[src/rtl/mstat_pkg.sv]
package mstat_pkg;
   localparam int unsigned SW = 32;

   localparam int unsigned B_UIE  = 0;
   localparam int unsigned B_SIE  = 1;
   localparam int unsigned B_UPIE = 4;
   localparam int unsigned B_MIE  = 3;
   localparam int unsigned B_SPIE = 5;
   localparam int unsigned B_MPIE = 7;
   localparam int unsigned B_SPP  = 8;
   localparam int unsigned B_MPP  = 11;
   localparam int unsigned B_FS   = 13;
   localparam int unsigned B_XS   = 15;
   localparam int unsigned B_MPRV = 17;
   localparam int unsigned B_SUM  = 18;
   localparam int unsigned B_MXR  = 19;
   localparam int unsigned B_SD   = 31;

   localparam logic [SW-1:0] M_WMASK  = 32'h000E_79AA;
   localparam logic [SW-1:0] S_MASK   = 32'h800D_E133;
   localparam logic [SW-1:0] FL_MASK  = 32'h000E_1800;

   typedef enum logic [1:0] {
      PRIV_U = 2'b00,
      PRIV_S = 2'b01,
      PRIV_R = 2'b10,
      PRIV_M = 2'b11
   } priv_e;
endpackage

[src/rtl/mstat_sview.sv]
module mstat_sview
   import mstat_pkg::*;
#(
   parameter bit ENABLE = 1'b1
) (
   input  logic          s_we,
   input  logic [SW-1:0] s_wdata,
   input  logic [SW-1:0] cur,
   output logic          s_we_eff,
   output logic [SW-1:0] merged,
   output logic [SW-1:0] rview
);
   generate
      if (ENABLE) begin : g_on
         assign s_we_eff = s_we;
         assign merged   = (cur & ~S_MASK) | (s_wdata & S_MASK);
         assign rview    = cur & S_MASK;
      end else begin : g_off
         assign s_we_eff = 1'b0;
         assign merged   = cur;
         assign rview    = '0;
      end
   endgenerate
endmodule

[src/rtl/mstat_legal.sv]
module mstat_legal
   import mstat_pkg::*;
(
   input  logic [SW-1:0] old_v,
   input  logic [SW-1:0] wr_v,
   input  logic          has_smode,
   input  logic          has_umode,
   output logic [SW-1:0] new_v,
   output logic          flush_req
);
   logic [1:0]    wpp;
   logic          drop_pp;
   logic [SW-1:0] mask;
   logic [SW-1:0] raw;

   always_comb begin
      wpp     = wr_v[B_MPP +: 2];
      drop_pp = (wpp == PRIV_R) ||
                (wpp == PRIV_S && !has_smode) ||
                (wpp == PRIV_U && !has_umode);
      mask    = M_WMASK;
      if (drop_pp) mask[B_MPP +: 2] = 2'b00;
      raw     = (old_v & ~mask) | (wr_v & mask);
      new_v   = raw;
      new_v[B_XS +: 2] = 2'b00;
      if (|raw[B_FS +: 2]) new_v[B_FS +: 2] = 2'b11;
      new_v[B_SD] = (new_v[B_FS +: 2] == 2'b11) || (new_v[B_XS +: 2] == 2'b11);
      flush_req = |((new_v ^ old_v) & FL_MASK);
   end
endmodule

[src/rtl/mstat_reg.sv]
module mstat_reg
   import mstat_pkg::*;
#(
   parameter int unsigned XLEN      = 32,
   parameter logic [1:0]  RESET_MPP = 2'b11,
   parameter bit          SVIEW_EN  = 1'b1
) (
   input  logic            clk,
   input  logic            rst_n,
   input  logic            m_we,
   input  logic [XLEN-1:0] m_wdata,
   input  logic            s_we,
   input  logic [XLEN-1:0] s_wdata,
   input  logic            has_smode,
   input  logic            has_umode,
   output logic [XLEN-1:0] status_o,
   output logic [XLEN-1:0] sstatus_o,
   output logic            flush_o,
   output logic            sd_o
);
   localparam logic [XLEN-1:0] RST_VAL = XLEN'(RESET_MPP) << B_MPP;

   initial begin
      a_elab_width : assert (XLEN == SW)
         else $error("mstat_reg: XLEN must be %0d", SW);
   end

   logic [XLEN-1:0] stat_q;
   logic            flush_q;
   logic            s_we_eff;
   logic [XLEN-1:0] s_merged;
   logic [XLEN-1:0] src_v;
   logic [XLEN-1:0] nxt_v;
   logic            nxt_flush;
   logic            we_any;

   mstat_sview #(.ENABLE(SVIEW_EN)) u_sview (
      .s_we     (s_we),
      .s_wdata  (s_wdata),
      .cur      (stat_q),
      .s_we_eff (s_we_eff),
      .merged   (s_merged),
      .rview    (sstatus_o)
   );

   // machine port has priority over the supervisor port
   assign src_v  = m_we ? m_wdata : s_merged;
   assign we_any = m_we | s_we_eff;

   mstat_legal u_legal (
      .old_v     (stat_q),
      .wr_v      (src_v),
      .has_smode (has_smode),
      .has_umode (has_umode),
      .new_v     (nxt_v),
      .flush_req (nxt_flush)
   );

   always_ff @(posedge clk) begin
      if (!rst_n) begin
         stat_q  <= RST_VAL;
         flush_q <= 1'b0;
      end else begin
         flush_q <= we_any & nxt_flush;
         if (we_any) stat_q <= nxt_v;
      end
   end

   assign status_o = stat_q;
   assign flush_o  = flush_q;
   assign sd_o     = stat_q[B_SD];

   a_r4_fs_two_state : assert property (@(posedge clk) disable iff (!rst_n)
      (status_o[B_FS +: 2] == 2'b00) || (status_o[B_FS +: 2] == 2'b11));

   a_r3_no_reserved_pp : assert property (@(posedge clk) disable iff (!rst_n)
      status_o[B_MPP +: 2] != 2'b10);

   a_r5_xs_zero : assert property (@(posedge clk) disable iff (!rst_n)
      status_o[B_XS +: 2] == 2'b00);

   a_r6_flush_needs_write : assert property (@(posedge clk) disable iff (!rst_n)
      !(m_we || s_we) |=> !flush_o);

   a_r10_hold : assert property (@(posedge clk) disable iff (!rst_n)
      !(m_we || s_we) |=> $stable(status_o));

   a_r8_sview : assert property (@(posedge clk) disable iff (!rst_n)
      SVIEW_EN |-> ((sstatus_o & ~S_MASK) == '0));
endmodule

[config.mk]
export PLATFORM = sky130hd
export DESIGN_NAME = mstat_reg
export DESIGN_NICKNAME = d
export VERILOG_FILES = /design/src/rtl/mstat_pkg.sv /design/src/rtl/mstat_sview.sv /design/src/rtl/mstat_legal.sv /design/src/rtl/mstat_reg.sv
export SDC_FILE = /design/constraint.sdc
export NUM_CORES = 1
export LEC_CHECK = 0
export BUFFER_PORTS_ARGS = -buffer_cell sky130_fd_sc_hd__buf_2
export CORE_ASPECT_RATIO = 1.75
export CORE_MARGIN = 3
export CORE_UTILIZATION = 34
export CTS_BUF_LIST = sky130_fd_sc_hd__clkbuf_16
export DETAILED_ROUTE_END_ITERATION = 7
export PLACE_DENSITY = 0.85
export REMOVE_ABC_BUFFERS = 1
export SLEW_MARGIN = 20
export SYNTH_ARGS = -nofsm -noshare
export SYNTH_HDL_FRONTEND = slang
export SYNTH_SLANG_ARGS = --single-unit
[constraint.sdc]
create_clock -name clk -period 2.3 [get_ports clk]
set_input_delay 0.345 -clock clk [delete_from_list [all_inputs] [get_ports clk]]
set_output_delay 0.345 -clock clk [all_outputs]
set_load 0.005 [all_outputs]
==> summary.md, run 1 <==
| Metric | Value |
|---|---|
| ANT cells | 0 |
| CP Class | register to output pin |
| Final Hold Fails | 0 |
| Bufs on Longest Clock Path | 2 |
| Run status | finished clean |
| Warnings, synthesis | 0 |
| Grt ovf | 0 |
| CTS Root Cell | clkbuf_16 |
| 1st-iter DRT viols | 6 |
| TritonCTS Buffers | 3 |
| #FFs+latches synth | 12 |
| Crit path to | status_o[12] |
| CP cell instances | buf_2 |
| CTS tree | built |
| Initial antenna violation count | 0 |
| GP Congestion | 0.6911 |
| Rows | 26 |
| Die area | 3788 um^2 |
| Register-to-Register Path Depth | 4 |
| Post-synth cell types | 21 |
| DRT antenna net count | 0 |
| Hold-fix buffers at CTS | 0 |
| RSZ-0062 raised after global routing | no |
| Die X | 47.83 um |
| Routed vias | around 800 |
| Final Net Count | 230 |
| Fin. max-slew vios | 0 |
| Share of cells above drive strength 1 | 0.3228 |
| MaxCap Viol Count | 0 |
| Avg Cell Area, Syn | 8.395 um^2 |
| Critical path depth | 1 |
| Final Util | 0.3795 |
| PostCTS Resize Cnt | 0 |
| H-Tree Depth | 1 |
| Die Height | around 79 um |
| Maximum clock rate | 0.8731 GHz |
| Startpoint Class | register |
| Core area | 2928 um^2 |
| Vias in the first global route | 598 |
| Hold WC Path Type | input port to register |
| CP endpoint kind | output pin |
| Post-CTS Setup Bufs | 0 |
| Starting Density | 0.3556 |
| Clk sinks | 12 |
| Residual DRC | 0 |
| Max incr delay on CP | 0.41 ns |
| Crit path launch | status_o[12] |
| CP required | around 2.0 ns |
| CP bufs+invs | 1 |
| Worst vdd ir | approximately 0.32 mV |
| Routed WL | about 1800 um |
| DR WL/cell | 9.914 um |
| All-layer global routing usage | 0.09432 |
| Clock transition at path regs | ~0.04 ns |
| Syn Inst Count | 124 |
| Dpl cells | 183 |
| Leak pwr | between 0.6 and 0.7 nW |
| Synth Cell Area | between 1000 and 1500 um^2 |
| First-pass GRT wire length | 2566 um |
| CP top delay family | flip-flops |
| Final Setup Violations | 0 |
| Critical Path Fanout Max | 5 |
| Later-pin clock latency in the skew report | 0.23 ns |
| Fin crit share | 0.4980 |
| Port Buffers | between 40 and 50 |
| Tmin final | 1.145 ns |
| R2r setup slk | 1.30 ns |
| Seq/Total Area, Yosys | 0.2308 |
| Worst reg2reg endpoint | flush_o |
| Cell Pwr Density | roughly 600 nW/um^2 |
| Slowest CP cell | dfxtp_1 |
| Area grow syn2layout | 6.731% |
| Total iterations of the first detailed-routing run | 3 |
| Arr. time, crit path | 0.80 ns |
| Clock skew | 0.0003560 ns |
| Reg2reg start | status_o[12] |
| Vias per inst | 4.188 |
| Final TNS setup | 0 ns |
| Largest net degree at the start of global routing | 23 |
| I/O pins | ~140 |
| Fin cells | 186 |
==> per-stage QoR <==
stage	hold WS [ns]	setup slack (ns)	power [W]	instance area (um^2)
finish	0.3676	1.155	0.0006668	1111
global route	0.3970	1.058	0.0007151	1111
detailed placement	0.5094	0.8943	0.0003649	1036
CTS	0.3672	1.144	0.0006809	1111
global placement	0.4927	0.8936	0.0003621	1036
floorplan	0.4168	1.273	0.0002980	765.7
==> how the worst min path moves through the flow <==
stage	to	start	slack (ns)	cells past startpoint
after global routing	register	m_wdata[3]	0.40	3
after detailed placement	status_o[11]	status_o[11]	0.51	2
after floorplan	status_o[11]	rst_n	0.42	1
final	register	m_wdata[7]	0.37	3
after CTS	register	m_wdata[7]	0.37	3
after global placement	register	register	0.49	2
==> where the power goes <==
part,internal (W),leakage (nW),switching [W]
clock,0.000226,0.0370,0.0000801
sequential,0.000223,0.0994,0.0000113
combinational,0.0000595,0.498,0.0000675
total,0.000508,0.634,0.000159
==> cell usage in the layout, fill, tap and decap left out <==
cell and instances:
o21ai_0 5, mux2i_1 9, and2_1 5, nand3_1 5, a31oi_1 1, o21ai_1 6, xnor2_1 2, o211ai_4 1
conb_1 43, dfxtp_1 12, clkbuf_16 3, nor2_1 2, nand2_1 7, a211o_1 1, xor2_1 3, nor2b_1 3
nand4bb_1 2, a21boi_1 1, buf_2 47
==> logic make-up after synthesis <==
group,count (synthesis),share of synthesized area
buffers and inverters,58,0.4159
AND/OR/NAND/NOR,24,0.1262
AO/OA/AOI/OAI,15,0.09496
flip-flops,12,0.2308
multiplexers,9,0.08654
XOR/XNOR,5,0.04207
other,1,0.003602
==> cell usage after synthesis <==
cell	instances	share of area
buf_4	55	0.40
buf_2	1	0.0048
dfxtp_1	12	0.23
xor2_1	3	0.025
nand2_1	7	0.025
o21ai_1	6	0.029
nand4bb_1	2	0.022
and2_1	5	0.030
clkbuf_1	1	0.0036
buf_6	1	0.011
a21boi_1	1	0.0072
a211o_1	1	0.0084
nor2b_1	3	0.018
mux2i_1	9	0.087
o21ai_0	5	0.024
conb_1	1	0.0036
xnor2_1	2	0.017
o211ai_4	1	0.020
a31oi_1	1	0.0060
nor2_1	2	0.0072
nand3_1	5	0.024
==> routing by layer <==
layer | part of all wire | wire (um) | vias to the layer above | track usage
li1 | - | - | 377 | -
met2 | 0.48 | 883 | 68 | 0.1538
met1 | 0.38 | 698 | 332 | 0.1094
met3 | 0.14 | 249 | 2 | 0.02494
met5 | 0 | 0 | - | 0
met4 | 0.0065 | 12 | 0 | 0.04043
==> area by class of cell <==
class | count | area, um^2
clock buffers | 3 | 75.07
fillers | 313 | 1817
multi-input cells | 96 | 525.5
flip-flops and latches | 12 | 240.2
well taps | 28 | 35.03
repair buffers | 47 | 235.2
(Power assumes the default switching activity.)
==> inputs of run 2 (changes only) <==
- CORE_UTILIZATION: 34 -> 32
- PLACE_DENSITY: 0.85 -> 0.81
- clock period: 2.3 -> 1.2 ns (I/O delays scaled with it)
==> run 2 against run 1 <==
Register-to-register slack got worse by 1.1 ns. Die area rose by 5.6%. Design area rose by 2.9%. Combinational power rose by 97%. Sequential power rose by 92%. Sequential cell count did not move. Critical path depth did not move. Critical endpoint is now status_o[13]. Largest cell class unchanged.
==> summary.md, run 2 (same netlist as run 1, synthesis figures left out) <==
| Metric | Value |
|---|---|
| Hold WC Path Type | input port to register |
| Rows | 26 (unchanged) |
| Clock skew | 0.0003496 ns (-0.000006440 ns) |
| Run status | finished clean |
| Psw | 0.0003115 W (+96%) |
| GP Congestion | 0.7383 (+6.8%) |
| Clk sinks | 12 (unchanged) |
| Later-pin clock latency in the skew report | 0.23 ns (about the same) |
| Final Net Count | 232 (+0.87%) |
| Slowest CP cell | dfxtp_1 |
| Fin. max-slew vios | 0 (unchanged) |
| Vias per inst | 3.931 (-6.1%) |
| Die Height | 81.45 um (+2.8%) |
| First-pass GRT wire length | 2911 um (+13%) |
| Part of the power in registers | 0.348 (-0.003) |
| Fin crit share | 0.8076 |
| Clk network pwr share | 0.458 (about the same) |
| Most Used Layer, Global Route | met2 |
| Clock transition at path regs | 0.04 ns (about the same) |
| Switch share | 0.2416 (+0.003289) |
| Seq. cell area | 240.2 um^2 (unchanged) |
| CTS Root Cell | clkbuf_16 |
| Met2 global-route usage | 0.1653 (+0.01148) |
| DRT antenna net count | 0 (unchanged) |
| M1 GR Usage | 0.1022 (-0.007196) |
| Port Buffers | 47 (unchanged) |
| Total iterations of the first detailed-routing run | 2 (-1) |
| Maximum clock rate | 1.032 GHz |
| Startpoint Class | register |
| Arr. time, crit path | 0.79 ns (about the same) |
| Internal cell power | 0.0009782 W (+93%) |
| Fin worst setup slack | 0.2308 ns (-0.9238 ns) |
| CP Class | register to output pin |
| Final TNS setup | 0 ns (unchanged) |
| CP cell instances | buf_2 |
| Vias in the first global route | 649 (+8.5%) |
| CP top delay family | flip-flops |
| Leak pwr | 0.6440 nW (+1.5%) |
| Logic pwr share | 0.194 (+0.004) |
| Bufs on Longest Clock Path | 2 (unchanged) |
| All-layer global routing usage | 0.09435 (about the same) |
| Final Setup Violations | 0 (unchanged) |
| Routed WL | 1932 um (+4.8%) |
| Core area | 3025 um^2 (+3.3%) |
| Hold-fix buffers at CTS | 0 (unchanged) |
| Initial antenna violation count | 0 (unchanged) |
| Critical path depth | 1 (unchanged) |
| Area grow syn2layout | 9.856% |
| CP bufs+invs | 1 (unchanged) |
| DR WL/cell | 9.564 um (-3.5%) |
| H-Tree Depth | 1 (unchanged) |
| Post-CTS Setup Bufs | 0 (unchanged) |
| TritonCTS Buffers | 3 (unchanged) |
| Multi-input logic area | 525.5 um^2 (unchanged) |
| R2r setup slk | 0.25 ns (-1.05 ns) |
| Largest net degree at the start of global routing | 13 (-43%) |
| MaxCap Viol Count | 0 (unchanged) |
| Residual DRC | 0 (unchanged) |
| Register-to-Register Path Depth | 4 (unchanged) |
| Starting Density | 0.3441 (-0.01147) |
| Global Route met3 Usage | 0.01996 (-0.004980) |
| PostCTS Resize Cnt | 0 (unchanged) |
| Tmin final | 0.9692 ns |
| Commonest non-fill, non-tap cells in the layout | buf_2 (47), conb_1 (43), dfxtp_1 (12) |
| Final Hold Fails | 0 (unchanged) |
| Dpl hpwl | ~1600 um |
| Routed vias | 794 (+1.9%) |
| Critical Path Fanout Max | 8 (+3) |
| Hold depth | 3 (unchanged) |
| RSZ-0062 raised after global routing | no |
| I/O pins | 136 (unchanged) |
| Worst vdd ir | 0.5137 mV (+59%) |
| Die area | 4000 um^2 (+5.6%) |
| Pre-CTS setup slack | 0.1881 ns (-0.7062 ns) |
| CP endpoint kind | output pin |
| Commonest non-fill, non-tap cell in the layout | buf_2 |
| CTS tree | built |
| 1st-iter DRT viols | 7 (+1) |
| Max incr delay on CP | 0.40 ns (about the same) |
| Share of cells above drive strength 1 | 0.3313 (+0.008465) |
| Grt ovf | 0 (unchanged) |
| Die X | 49.12 um (+2.7%) |
| Filler cells | 333 (+6.4%) |
| ANT cells | 0 (unchanged) |
| CP required | 1.02 ns (-0.94 ns) |
| Cell Pwr Density | 1128 nW/um^2 (+88%) |
## run 2: changes by cell type in the layout (fill, tap and decap cells not counted)
cell and delta:
buf_4 +2
## run 2: stage by stage
stage | util | hold WS [ns] | std cells | power, W | area [um^2]
6_report | 0.3780 | 0.2013 | 202 | 0.001290 | 1144
5_1_grt | 0.3780 | 0.2380 | 202 | 0.001379 | 1144
4_1_cts | 0.3780 | 0.2026 | 202 | 0.001315 | 1144
3_5_place_dp | 0.3532 | 0.4619 | 199 | 0.0007050 | 1069
3_3_place_gp | 0.3532 | 0.4365 | 199 | 0.0007003 | 1069
2_1_floorplan | - | 0.2518 | 108 | 0.0005712 | 765.7
## run 2: metal layers
layer,up-vias,share of wire
li1,382,-
met2,70,0.46
met1,340,0.38
met3,2,0.15
met4,0,0.0088
met5,-,0
## run 2: worst paths after layout
path / start / end
setup / recovery: status_o[31] / status_o[13]
hold / removal: m_wdata[3] / register
setup reg to reg: status_o[12] / flush_o
hold reg to reg: status_o[11] / status_o[11]
## run 2: layout make-up
| type | count | area share |
|---|---|---|
| multi-input combinational | 96 | 0.4595 |
| timing repair buffer | 49 | 0.2188 |
| sequential | 12 | 0.2101 |
| clock buffer | 3 | 0.06565 |
| tap | 42 | 0.04595 |
## run 2: power groups by stage
stage	sequential [W]	clock (W)	combinational, W
global route	0.000454	0.000638	0.000287
detailed placement	0.000455	0	0.000250
finish	0.000449	0.000591	0.000250
CTS	0.000448	0.000616	0.000251
global placement	0.000455	0	0.000245
floorplan	0.000463	0	0.000108
==> inputs of run 3 (changes only) <==
- clock period: 1.2 -> 1 ns (I/O delays scaled with it)
==> run 3 against run 2 <==
Register-to-register slack worse by 0.16 ns. Wire length is 1.1% lower. Setup slack lost 0.16 ns. Sequential cell count stayed put. First-iteration DRC count increased by 14%. Hold slack got worse by 0.028 ns. Clock skew about the same. Final cell count increased by 0.99%. Sequential power grew 20%. Critical path depth is 1 higher. Non-clock buffer count is 2 higher. Critical endpoint is now sstatus_o[31].
==> summary.md, run 3 (same netlist as run 1, synthesis figures left out) <==
| Metric | Value |
|---|---|
| Clock skew | 0.00005213 ns (-0.0002975 ns) |
| Run status | finished clean |
| Final TNS setup | 0 ns (unchanged) |
| CP cell instances | buf_6, buf_2 |
| Commonest non-fill, non-tap cells in the layout | buf_2 (47), conb_1 (43), dfxtp_1 (10) |
| Residual DRC | 0 (unchanged) |
| Arr. time, crit path | 0.78 ns (about the same) |
| Reg2reg start | status_o[19] |
| GP Congestion | 0.7403 (+0.27%) |
| Port Buffers | 47 (unchanged) |
| Worst vdd ir | 0.7640 mV (+49%) |
| Fin. max-slew vios | 0 (unchanged) |
| H-Tree Depth | 1 (unchanged) |
| Critical Path Fanout Max | 7 (-1) |
| Clock transition at path regs | 0.04 ns (about the same) |
| DRT antenna net count | 0 (unchanged) |
| Final Setup Violations | 0 (unchanged) |
| Total iterations of the first detailed-routing run | 4 (+2) |
| Largest net degree at the start of global routing | 13 (unchanged) |
| Hold WC Path Type | input port to register |
| Grt ovf | 0 (unchanged) |
| CTS Root Cell | clkbuf_16 |
| Dpl cells | 201 (+1.0%) |
| HP Start | m_wdata[3] |
| Cell Pwr Density | 1335 nW/um^2 (+18%) |
| Clk sinks | 12 (unchanged) |
| All-layer global routing usage | 0.09404 (-0.0003101) |
| Die Height | 81.45 um (unchanged) |
| Core area | 3025 um^2 (unchanged) |
| Vias in the first global route | 653 (+0.62%) |
| First-pass GRT wire length | 2898 um (-0.45%) |
| I/O pins | 136 (unchanged) |
| Starting Density | 0.3441 (unchanged) |
| 1st-iter DRT viols | 8 (+1) |
| Die X | 49.12 um (unchanged) |
| Rows | 26 (unchanged) |
| CP endpoint kind | output pin |
| R2r setup slk | 0.09 ns (-0.16 ns) |
| Final Util | 0.3850 (+0.007031) |
| Power, Total | 0.001556 W (+21%) |
| Max incr delay on CP | 0.33 ns (-0.07 ns) |
| Hold depth | 3 (unchanged) |
| Initial antenna violation count | 0 (unchanged) |
| Final Net Count | 234 (+0.86%) |
| ANT cells | 0 (unchanged) |
| Post-CTS Setup Bufs | 0 (unchanged) |
| CP Class | register to output pin |
| Commonest non-fill, non-tap cell in the layout | buf_2 |
| Startpoint Class | register |
| MaxCap Viol Count | 0 (unchanged) |
| Tmin final | between 0.9 and 1 ns |
| Slowest CP cell | dfxtp_1 |
| Register-to-Register Path Depth | 3 (-1) |
| RSZ-0062 raised after global routing | no |
| Routed WL | 1910 um (-1.1%) |
| TritonCTS Buffers | 3 (unchanged) |
| Fin crit share | 0.9336 |
| CP required | 0.85 ns (-0.17 ns) |
| Area grow syn2layout | 11.90% |
| Maximum clock rate | 1.071 GHz |
| CTS tree | built |
| Later-pin clock latency in the skew report | 0.23 ns (about the same) |
| DR WL/cell | 9.363 um (-2.1%) |
| Vias per inst | 3.907 (-0.61%) |
| Bufs on Longest Clock Path | 2 (unchanged) |
| Min Hold Slack | 0.1734 ns (-0.02788 ns) |
| Leak pwr | 0.6547 nW (+1.7%) |
| Routed vias | 797 (+0.38%) |
| Worst reg2reg endpoint | flush_o |
| Share of cells above drive strength 1 | 0.3519 (+0.02060) |
| Fin cells | 204 (+0.99%) |
| Final Hold Fails | 0 (unchanged) |
| Die area | 4000 um^2 (unchanged) |
==> run 3: cell count changes in the layout (fill, tap and decap cells not counted), sizes merged <==
cell  change
buf       +2
==> run 3: worst max path at each step <==
stage	startpoint	to	slack, ns	depth (start not counted)
CTS	status_o[31]	status_o[14]	0.04	2
finish	status_o[31]	sstatus_o[31]	0.07	2
detailed placement	status_o[12]	flush_o	0.04	4
global route	status_o[31]	status_o[13]	0.01	2
global placement	status_o[12]	flush_o	0.05	4
floorplan	status_o[31]	status_o[31]	-0.03	3
==> run 3: power breakdown <==
| group | leakage [nW] | total [W] | internal (W) | switching (W) |
|---|---|---|---|---|
| combinational | 0.518 | 0.000312 | 0.000151 | 0.000162 |
| sequential | 0.0993 | 0.000537 | 0.000514 | 0.0000232 |
| clock | 0.0370 | 0.000706 | 0.000519 | 0.000187 |
| total | 0.655 | 0.00156 | 0.00118 | 0.000372 |
==> run 3: cell type report <==
type                       instances  area (um^2)
fill                             345         1861
multi-input combinational         96        525.5
timing repair buffer              51        269.0
sequential                        12        242.7
clock buffer                       3        75.07
tap                               42        52.55
==> run 3: layer usage <==
metal	wire (um)	up-vias	track usage
met5	0	-	0
met4	38	0	0.05983
met3	331	5	0.02722
met2	855	76	0.1573
met1	685	332	0.1036
li1	-	384	-
==> run 3: worst max-delay path: cells and delay by family, from the launching register on <==
| kind | cells | cell delay [ns] |
|---|---|---|
| buf+inv | 2 | 0.21 |
| flops | 1 | 0.33 |
==> run 3: timing repair <==
item / 4_1_cts / 5_1_grt
hold buffers: 0 / 0
gates resized for setup: 0 / 4
hold endpoints to repair: 0 / 0
endpoints found under the setup margin: 0 / 3
==> run 3: per-stage QoR <==
stage                     cell area (um^2)  setup slack, ns
after floorplan                      765.7         -0.02656
after global placement                1084          0.04520
after detailed placement              1084          0.04382
after CTS                             1159          0.04159
after global routing                  1165          0.01294
final                                 1165          0.06644
